**config.mk**
```make
export PLATFORM = sky130hd
export DESIGN_NAME = odt_seq
export DESIGN_NICKNAME = d
export VERILOG_FILES = /design/src/rtl/odt_pkg.sv /design/src/rtl/odt_lat_pipe.sv /design/src/rtl/odt_minhigh.sv /design/src/rtl/odt_seq.sv
export SDC_FILE = /design/constraint.sdc
export NUM_CORES = 1
export LEC_CHECK = 0
export ABC_AREA = 1
export BUFFER_PORTS_ARGS = -buffer_cell sky130_fd_sc_hd__buf_2
export CAP_MARGIN = 20
export CORE_MARGIN = 5
export CORE_UTILIZATION = 50
export DETAILED_ROUTE_END_ITERATION = 8
export MAX_ROUTING_LAYER = met4
export PLACE_DENSITY = 0.7
export SETUP_SLACK_MARGIN = 0.05
export SYNTH_ARGS = -nofsm -noshare
export SYNTH_HDL_FRONTEND = slang
export SYNTH_SLANG_ARGS = --single-unit
```
**constraint.sdc**
```tcl
create_clock -name clk -period 2.29 [get_ports clk]
set_input_delay 0.229 -clock clk [delete_from_list [all_inputs] [get_ports clk]]
set_output_delay 0.229 -clock clk [all_outputs]
set_load 0.03 [all_outputs]
```
**src/rtl/odt_pkg.sv**
```systemverilog
package odt_pkg;
  // Tap position for a given AL+CWL sum, kept inside the pipeline depth.
  function automatic int clamp_lat(input int sum, input int max_lat);
    if (sum < 3) return 1;
    if (sum - 2 > max_lat) return max_lat;
    return sum - 2;
  endfunction
endpackage

```
**src/rtl/odt_lat_pipe.sv**
```systemverilog
module odt_lat_pipe #(
  parameter int AL_W    = 3,
  parameter int CWL_W   = 4,
  parameter int MAX_LAT = 15,
  localparam int LAT_W  = $clog2(MAX_LAT + 1),
  localparam int IDX_W  = (MAX_LAT > 1) ? $clog2(MAX_LAT) : 1
) (
  input  logic             clk,
  input  logic             rst,
  input  logic             cke,
  input  logic             odt,
  input  logic [AL_W-1:0]  al,
  input  logic [CWL_W-1:0] cwl,
  output logic             term_en
);
  logic [MAX_LAT-1:0] sh;
  logic [LAT_W-1:0]   lat_q;
  logic [LAT_W-1:0]   lat_next;
  logic [IDX_W-1:0]   idx;
  logic               tap;
  logic               idle;
  int                 lat_i;

  always_comb begin
    lat_i    = odt_pkg::clamp_lat(int'(al) + int'(cwl), MAX_LAT);
    lat_next = LAT_W'(lat_i);
    idx      = IDX_W'(lat_q - LAT_W'(1));
    tap      = sh[idx];
    idle     = !term_en && (sh == '0);
  end

  // Tap is re-latched only when no request is in flight and output is off.
  always_ff @(posedge clk) begin
    if (rst) begin
      lat_q <= lat_next;
    end else if (idle) begin
      lat_q <= lat_next;
    end
  end

  generate
    if (MAX_LAT == 1) begin : g_single
      always_ff @(posedge clk) begin
        if (rst) begin
          sh      <= '0;
          term_en <= 1'b0;
        end else if (cke) begin
          sh      <= odt;
          term_en <= tap;
        end
      end
    end else begin : g_chain
      always_ff @(posedge clk) begin
        if (rst) begin
          sh      <= '0;
          term_en <= 1'b0;
        end else if (cke) begin
          sh      <= {sh[MAX_LAT-2:0], odt};
          term_en <= tap;
        end
      end
    end
  endgenerate
endmodule

```
**src/rtl/odt_minhigh.sv**
```systemverilog
module odt_minhigh #(
  parameter int H4    = 4,
  parameter int H8    = 6,
  localparam int CNT_W = $clog2(H8 + 1)
) (
  input  logic clk,
  input  logic rst,
  input  logic cke,
  input  logic odt,
  input  logic wr_stb,
  input  logic wr_bl8,
  output logic viol
);
  logic [CNT_W-1:0] cnt;
  logic [CNT_W-1:0] cnt_dec;
  logic [CNT_W-1:0] base;
  logic [CNT_W-1:0] need;
  logic [CNT_W-1:0] cnt_nx;
  logic             odt_prev;

  always_comb begin
    cnt_dec = (cnt != '0) ? cnt - CNT_W'(1) : '0;
    base    = (odt && !odt_prev) ? CNT_W'(H4 - 1) : cnt_dec;
    need    = wr_bl8 ? CNT_W'(H8 - 1) : CNT_W'(H4 - 1);
    cnt_nx  = (wr_stb && (need > base)) ? need : base;
  end

  always_ff @(posedge clk) begin
    if (rst) begin
      cnt      <= '0;
      odt_prev <= 1'b0;
      viol     <= 1'b0;
    end else if (cke) begin
      odt_prev <= odt;
      if (odt) begin
        cnt <= cnt_nx;
      end else begin
        cnt <= '0;
        if (cnt != '0) viol <= 1'b1;
      end
    end
  end
endmodule

```
**src/rtl/odt_seq.sv**
```systemverilog
module odt_seq #(
  parameter int AL_W    = 3,
  parameter int CWL_W   = 4,
  parameter int MAX_LAT = 15,
  parameter int ODTH4   = 4,
  parameter int ODTH8   = 6
) (
  input  logic             clk,
  input  logic             rst,
  input  logic             cke,
  input  logic             odt,
  input  logic             wr_stb,
  input  logic             wr_bl8,
  input  logic [AL_W-1:0]  al,
  input  logic [CWL_W-1:0] cwl,
  output logic             term_en,
  output logic             viol
);
  odt_lat_pipe #(
    .AL_W(AL_W), .CWL_W(CWL_W), .MAX_LAT(MAX_LAT)
  ) u_pipe (
    .clk(clk), .rst(rst), .cke(cke), .odt(odt),
    .al(al), .cwl(cwl), .term_en(term_en)
  );

  odt_minhigh #(
    .H4(ODTH4), .H8(ODTH8)
  ) u_minhigh (
    .clk(clk), .rst(rst), .cke(cke), .odt(odt),
    .wr_stb(wr_stb), .wr_bl8(wr_bl8), .viol(viol)
  );
endmodule

```
==> impl_metrics.env, run 1 <==
export IMPL_initial_utilization_pct=52.2
export IMPL_hold_path_end="u_minhigh.viol$_SDFFE_PP0P_"
export IMPL_area_delta_synth_final_pct=7.46
export IMPL_synth_area_leaders="dfxtp_1, inv_1, nand2_1"
export IMPL_r2r_start="u_pipe.sh[0]$_SDFFE_PP0P_"
export IMPL_min_path_cells=4
export IMPL_maxSlewHeadroom_pct=66.8
export IMPL_cp_data_arrival_time_ns=2.08
export IMPL_antenna_cells=0
export IMPL_final_cell_mix="inv_1, nand2_1, nor2_1"
export IMPL_hold_class="in -> reg"
export IMPL_fin_crit_ns=1.83
export IMPL_synth_cell_type_count=28
export IMPL_dieArea_sq_mm=0.00402
export IMPL_hold_buffers=0
export IMPL_core_area_sq_mm=0.00273
export IMPL_cts_tree="done"
export IMPL_synth_top_area_share_pct=28.1
export IMPL_final_antenna_net_count=0
export IMPL_powerDensity_mw_per_mm2=621
export IMPL_placed_cell_area_sq_mm=0.00151
export IMPL_post_cts_resized=0
export IMPL_synth_seq_area_share_pct=36.5
export IMPL_syn_num_nets=220
export IMPL_clk_pin_slew_ns=0.13
export IMPL_period_share_pct=79.7
export IMPL_place_gp_congestion=0.812
export IMPL_max_vdd_ir_drop_v=0.000472
export IMPL_placementRows=19
export IMPL_post_cts_buffers=0
export IMPL_hpwlAfterDp_um=2270
export IMPL_finClkSkew_ns=0.00261
export IMPL_drt_iter0_drc=52
export IMPL_track_usage_pct=15.4
export IMPL_endpoint_kind="register"
export IMPL_hold_ws_ns=0.237
export IMPL_fin_ws_ns=0.464
export IMPL_ys_warn_count=0
export IMPL_overflow=0
export IMPL_nFillCells=275
export IMPL_dp_slack_ns=0.359
export IMPL_syn_inst=200
export IMPL_r2r_end="u_minhigh.cnt[2]$_SDFFE_PP0P_"
export IMPL_routedWlPerCell_um=11.7
export IMPL_cts_buffer_depth=2
export IMPL_start_kind="register"
export IMPL_drc=0
export IMPL_slew_violations=0
export IMPL_syn_avg_cell_area_sq_um=7.13
export IMPL_insertion_delay_ns=0.31
export IMPL_r2r_slack_ns=0.46
export IMPL_cts_buffers=3
export IMPL_routed_via_density=5.30
export IMPL_syn_area_sq_mm=0.00143
export IMPL_post_route_util_pct=56.1
export IMPL_yosys_area_top_type="dfxtp_1"
export IMPL_num_vias=1287
export IMPL_die_w_um=63.4
export IMPL_hold_start="odt"
export IMPL_cts_sinks=24
export IMPL_grt_max_degree=33
export IMPL_layout_commonest_cell="inv_1"
export IMPL_ys_ff_latch=24
export IMPL_routed_wl_um=2840
export IMPL_rsz0062_at_grt="false"
export IMPL_final_cell_area_sq_mm=0.00153
export IMPL_maxCapViolCount=0
export IMPL_ioPinCount=15
export IMPL_io_buffer_count=14
export IMPL_root_buffer="clkbuf_4"
export IMPL_setup_violations=0
export IMPL_chipHeight_um=63.4
export IMPL_hold_viol_final=0
export IMPL_run_status="finished, final reports clean"
export IMPL_finalSetupTns_ns=0
export IMPL_drt_pass1_iter_count=4
export IMPL_grt_pass1_vias=1239
export IMPL_path_class="reg -> reg"
export IMPL_leakage_uw=0.000736
export IMPL_antenna_found_initial=0
export IMPL_cts_htree_levels=1
export IMPL_cp_max_fo=5
export IMPL_fin_nets=233
export IMPL_worstMarginPinSlew_ns=0.499
export IMPL_drive_above_1_share_pct=10.8
export IMPL_cp_data_required_time_ns=2.54
export IMPL_ff2ff_path_depth=13
export IMPL_max_freq_mhz=548
export IMPL_grt_pass1_wl_um=4910
-- through the flow --
| step | power, uW | instances |
|---|---|---|
| final | 951 | 243 |
| after global routing | 1030 | 243 |
| after CTS | 964 | 243 |
| after detailed placement | 774 | 239 |
| after global placement | 759 | 239 |
| after floorplan | 713 | 200 |
-- per-layer routing --
metal	wire (um)	share of wire, %	track usage [%]
met2	1530	54	27.9
met4	57	2.0	6.49
met3	89	3.1	4.09
met5	0	0	-
met1	1160	41	15.4
-- kinds of logic after synthesis --
group	after synthesis	share of synthesized area, %
xor gates and xnor gates	4	2.98
buffers and inverters	48	13.4
and+or+nand+nor	85	25.4
adders and majority gates	7	6.67
AOI/OAI and AO/OA	32	15.1
DFF	24	36.5
-- synthesized netlist by cell type --
cell      instances
clkbuf_1          3
a22oi_1           1
fa_1              1
inv_6             1
a31o_2            1
nor4_1            2
buf_4             1
nand3b_1          1
nand3_1          19
xnor2_2           1
dfxtp_1          20
nor3_1            2
o21ai_0           4
a21oi_1           8
inv_1            41
nand2_2           1
nor2_1           23
a21oi_2           1
buf_2             2
edfxtp_1          4
a211oi_2          1
a211oi_1         15
nand2_1          35
xnor2_1           2
nand4_1           2
xor2_1            1
o21ai_1           1
ha_1              6
-- worst max-delay path: stages (launching register included) --
cell     delay [ns]
dfxtp_1        0.34
inv_1          0.08
nand2_1        0.09
inv_1          0.05
nor3_1         0.21
inv_1          0.08
ha_1           0.29
a21oi_1        0.15
nor2_1         0.08
nand2_1        0.09
nand2_1        0.06
nand2_1        0.07
nand2_1        0.05
a21oi_1        0.12
-- where the power goes --
| group | leakage (uW) | switching (uW) | internal (uW) |
|---|---|---|---|
| registers | 0.000204 | 28.3 | 467 |
| logic | 0.000516 | 161 | 106 |
| clock network | 0.0000154 | 125 | 63.8 |
| total | 0.000736 | 314 | 637 |
-- how the worst max path moves through the flow --
stage	start	to	slack, ns	depth (start not counted)
3_5_place_dp	al[0]	u_pipe.lat_q[2]$_SDFFCE_PP0P_	0.36	10
3_3_place_gp	al[0]	u_pipe.lat_q[2]$_SDFFCE_PP0P_	0.50	10
2_1_floorplan	al[0]	u_pipe.lat_q[2]$_SDFFCE_PP0P_	0.64	9
4_1_cts	u_pipe.sh[0]$_SDFFE_PP0P_	u_minhigh.cnt[2]$_SDFFE_PP0P_	0.45	13
6_report	u_pipe.sh[0]$_SDFFE_PP0P_	u_minhigh.cnt[2]$_SDFFE_PP0P_	0.46	13
5_1_grt	u_pipe.sh[0]$_SDFFE_PP0P_	u_minhigh.cnt[2]$_SDFFE_PP0P_	0.29	13
-- final cells by class --
type	instances	area, sq um	share of cell area (%)
clock buffers	3	22.5	1.47
clock inverters	1	3.75	0.245
inverters	42	163	10.6
multi-input cells	128	714	46.6
flip-flops and latches	24	520	34.0
well taps	31	38.8	2.53
repair buffers	14	70.1	4.57
-- flip-flops by register name (all words and copies together), names as in the netlist --
name	count
u_pipe.sh	15
u_minhigh.cnt	3
u_pipe.term_en	1
u_pipe.lat_q	4
u_minhigh.viol	1
Power figures use the tool's default switching activity.
==> run 2: changes to the inputs <==
==> constraint.sdc (replaced) <==
create_clock -name clk -period 1.8 [get_ports clk]
set_input_delay 0.18 -clock clk [delete_from_list [all_inputs] [get_ports clk]]
set_output_delay 0.18 -clock clk [all_outputs]
set_load 0.03 [all_outputs]
==> impl_metrics.env, run 2 (synthesis results as in run 1) <==
export IMPL_run_status="finished, final reports clean"
export IMPL_top_register="u_pipe.sh"
export IMPL_cts_buffers=3
export IMPL_hold_viol_final=0
export IMPL_cts_sinks=24
export IMPL_endpoint_kind="register"
export IMPL_internal_power_uw=914
export IMPL_slew_violations=0
export IMPL_comb_power_share_pct=27.9
export IMPL_crit_top_cell="nand2_1"
export IMPL_chipHeight_um=63.4
export IMPL_hpwlAfterDp_um=2250
export IMPL_initial_utilization_pct=52.2
export IMPL_ioPinCount=15
export IMPL_cts_htree_levels=1
export IMPL_grt_pass1_wl_um=5040
export IMPL_setup_violations=0
export IMPL_nFillCells=263
export IMPL_drt_pass1_iter_count=4
export IMPL_critical_path_max_stage_delay_ns=0.35
export IMPL_dieArea_sq_mm=0.00402
export IMPL_seq_power_share_pct=47.1
export IMPL_maxCapViolCount=0
export IMPL_cp_data_arrival_time_ns=1.86
export IMPL_cp_max_fo=3
export IMPL_cts_buffer_depth=2
export IMPL_largest_reg_flops=15
export IMPL_max_freq_mhz=604
export IMPL_grt_max_degree=33
export IMPL_hold_class="in -> reg"
export IMPL_max_vdd_ir_drop_v=0.000472
export IMPL_drive_above_1_share_pct=19.9
export IMPL_critical_path_buf_inv_count=3
export IMPL_hold_buffers=0
export IMPL_fin_ws_ns=0.143
export IMPL_routed_via_density=5.21
export IMPL_cp_data_required_time_ns=2.00
export IMPL_layout_commonest_cell="inv_1"
export IMPL_clk_pin_slew_ns=0.14
export IMPL_drt_iter0_drc=43
export IMPL_num_vias=1288
export IMPL_finClkSkew_ns=0.00636
export IMPL_pwr_share_clk_pct=25.0
export IMPL_leakage_uw=0.000776
export IMPL_routed_wl_um=2920
export IMPL_fin_crit_ns=1.66
export IMPL_die_w_um=63.4
export IMPL_dp_slack_ns=-0.0775
export IMPL_switching_share_pct=31.2
export IMPL_io_buffer_count=14
export IMPL_powerDensity_mw_per_mm2=808
export IMPL_start_kind="register"
export IMPL_drc=0
export IMPL_core_area_sq_mm=0.00273
export IMPL_rsz0062_at_grt="true"
export IMPL_worstMarginPinSlew_ns=0.499
export IMPL_path_class="reg -> reg"
export IMPL_placementRows=19
export IMPL_final_cell_mix="inv_1, nand2_1, nor2_1"
export IMPL_insertion_delay_ns=0.31
export IMPL_fin_nets=237
export IMPL_crit_chain="inv_2, nand2_2, inv_2, nor3_4, inv_2, ha_4, a21oi_2, nor2_2, nand2_1, nand2_1, nand2_1, nand2_1, a21oi_1"
export IMPL_antenna_cells=0
export IMPL_routedWlPerCell_um=11.8
export IMPL_antenna_found_initial=0
export IMPL_place_gp_congestion=0.803
export IMPL_area_delta_synth_final_pct=15.3
export IMPL_maxSlewHeadroom_pct=66.7
export IMPL_crit_family="simple AND/OR/NAND/NOR gates"
export IMPL_track_usage_pct=15.5
export IMPL_biggestRegsByFlops="u_pipe.sh: 15 flops, u_pipe.lat_q: 4 flops, u_minhigh.cnt: 3 flops"
export IMPL_overflow=0
export IMPL_root_buffer="clkbuf_4"
export IMPL_critPathSlowestCell="dfxtp_2"
export IMPL_cts_tree="done"
export IMPL_period_share_pct=92.1
export IMPL_grt_pass1_vias=1249
export IMPL_final_antenna_net_count=0
export IMPL_hold_ws_ns=0.186
export IMPL_p_sw_uw=415
## run 2: cell count changes in the layout (fill, tap and decap cells not counted), moves of 3 or more
cell     delta
dfxtp_1     -3
inv_1       -3
nor2_1      -3
buf_4       +4
inv_2       +3
## run 2: area by class of cell
cell class                      instances  area, sq um  share of cell area, %
Multi-Input combinational cell        128          766                   46.6
Inverter                               42          163                   9.89
Tap cell                               31         38.8                   2.36
Timing Repair Buffer                   18          100                   6.09
Sequential cell                        24          529                   32.2
Clock buffer                            4         47.5                   2.89
## run 2: per-stage QoR
stage	std cells	setup TNS (ns)	total power (uW)	utilization, %	area (sq um)
after global routing	247	0	1430	60.1	1640
after detailed placement	242	-0.0775	993	55.9	1530
final	247	0	1330	60.1	1640
after CTS	246	0	1330	58.0	1590
after floorplan	200	0	907	-	1430
after global placement	242	0	976	55.9	1530
## run 2: final timing paths
| path | depth (start not counted) | startpoint | slack, ns | end |
|---|---|---|---|---|
| setup / recovery | 13 | u_pipe.sh[0]$_SDFFE_PP0P_ | 0.14 | u_minhigh.cnt[2]$_SDFFE_PP0P_ |
| hold reg to reg | 2 | u_minhigh.viol$_SDFFE_PP0P_ | 0.46 | u_minhigh.viol$_SDFFE_PP0P_ |
| setup reg to reg | 13 | u_pipe.sh[0]$_SDFFE_PP0P_ | 0.14 | u_minhigh.cnt[2]$_SDFFE_PP0P_ |
| hold / removal | 4 | odt | 0.19 | u_minhigh.viol$_SDFFE_PP0P_ |
## run 2: routing by layer
metal	wire [um]	vias up	GRT usage, %	share of wire [%]
li1	-	682	-	-
met1	1250	582	16.4	43
met2	1550	18	28.7	53
met3	80	6	2.31	2.7
met4	45	0	5.45	1.5
met5	0	-	-	0
## run 2: worst register-to-register path: stages (launching register included)
cell,delay [ns]
dfxtp_2,0.35
inv_2,0.04
nand2_2,0.06
inv_2,0.06
nor3_4,0.22
inv_2,0.07
ha_4,0.26
a21oi_2,0.05
nor2_2,0.14
nand2_1,0.08
nand2_1,0.06
nand2_1,0.05
nand2_1,0.06
a21oi_1,0.06
## run 2: power by group through the flow
stage	Clock, uW	Sequential, uW	Combinational [uW]
6_report	332	626	370
5_1_grt	376	632	422
4_1_cts	344	625	360
3_5_place_dp	0	637	356
3_3_place_gp	0	635	341
2_1_floorplan	0	637	271
## run 2: what timing repair did
action | in CTS | in global routing
resized for setup | 2 | 17
pin swaps | 0 | 9
buffers inserted | 0 | 1
cloned | 0 | 0
setup endpoints to repair | 2 | 3
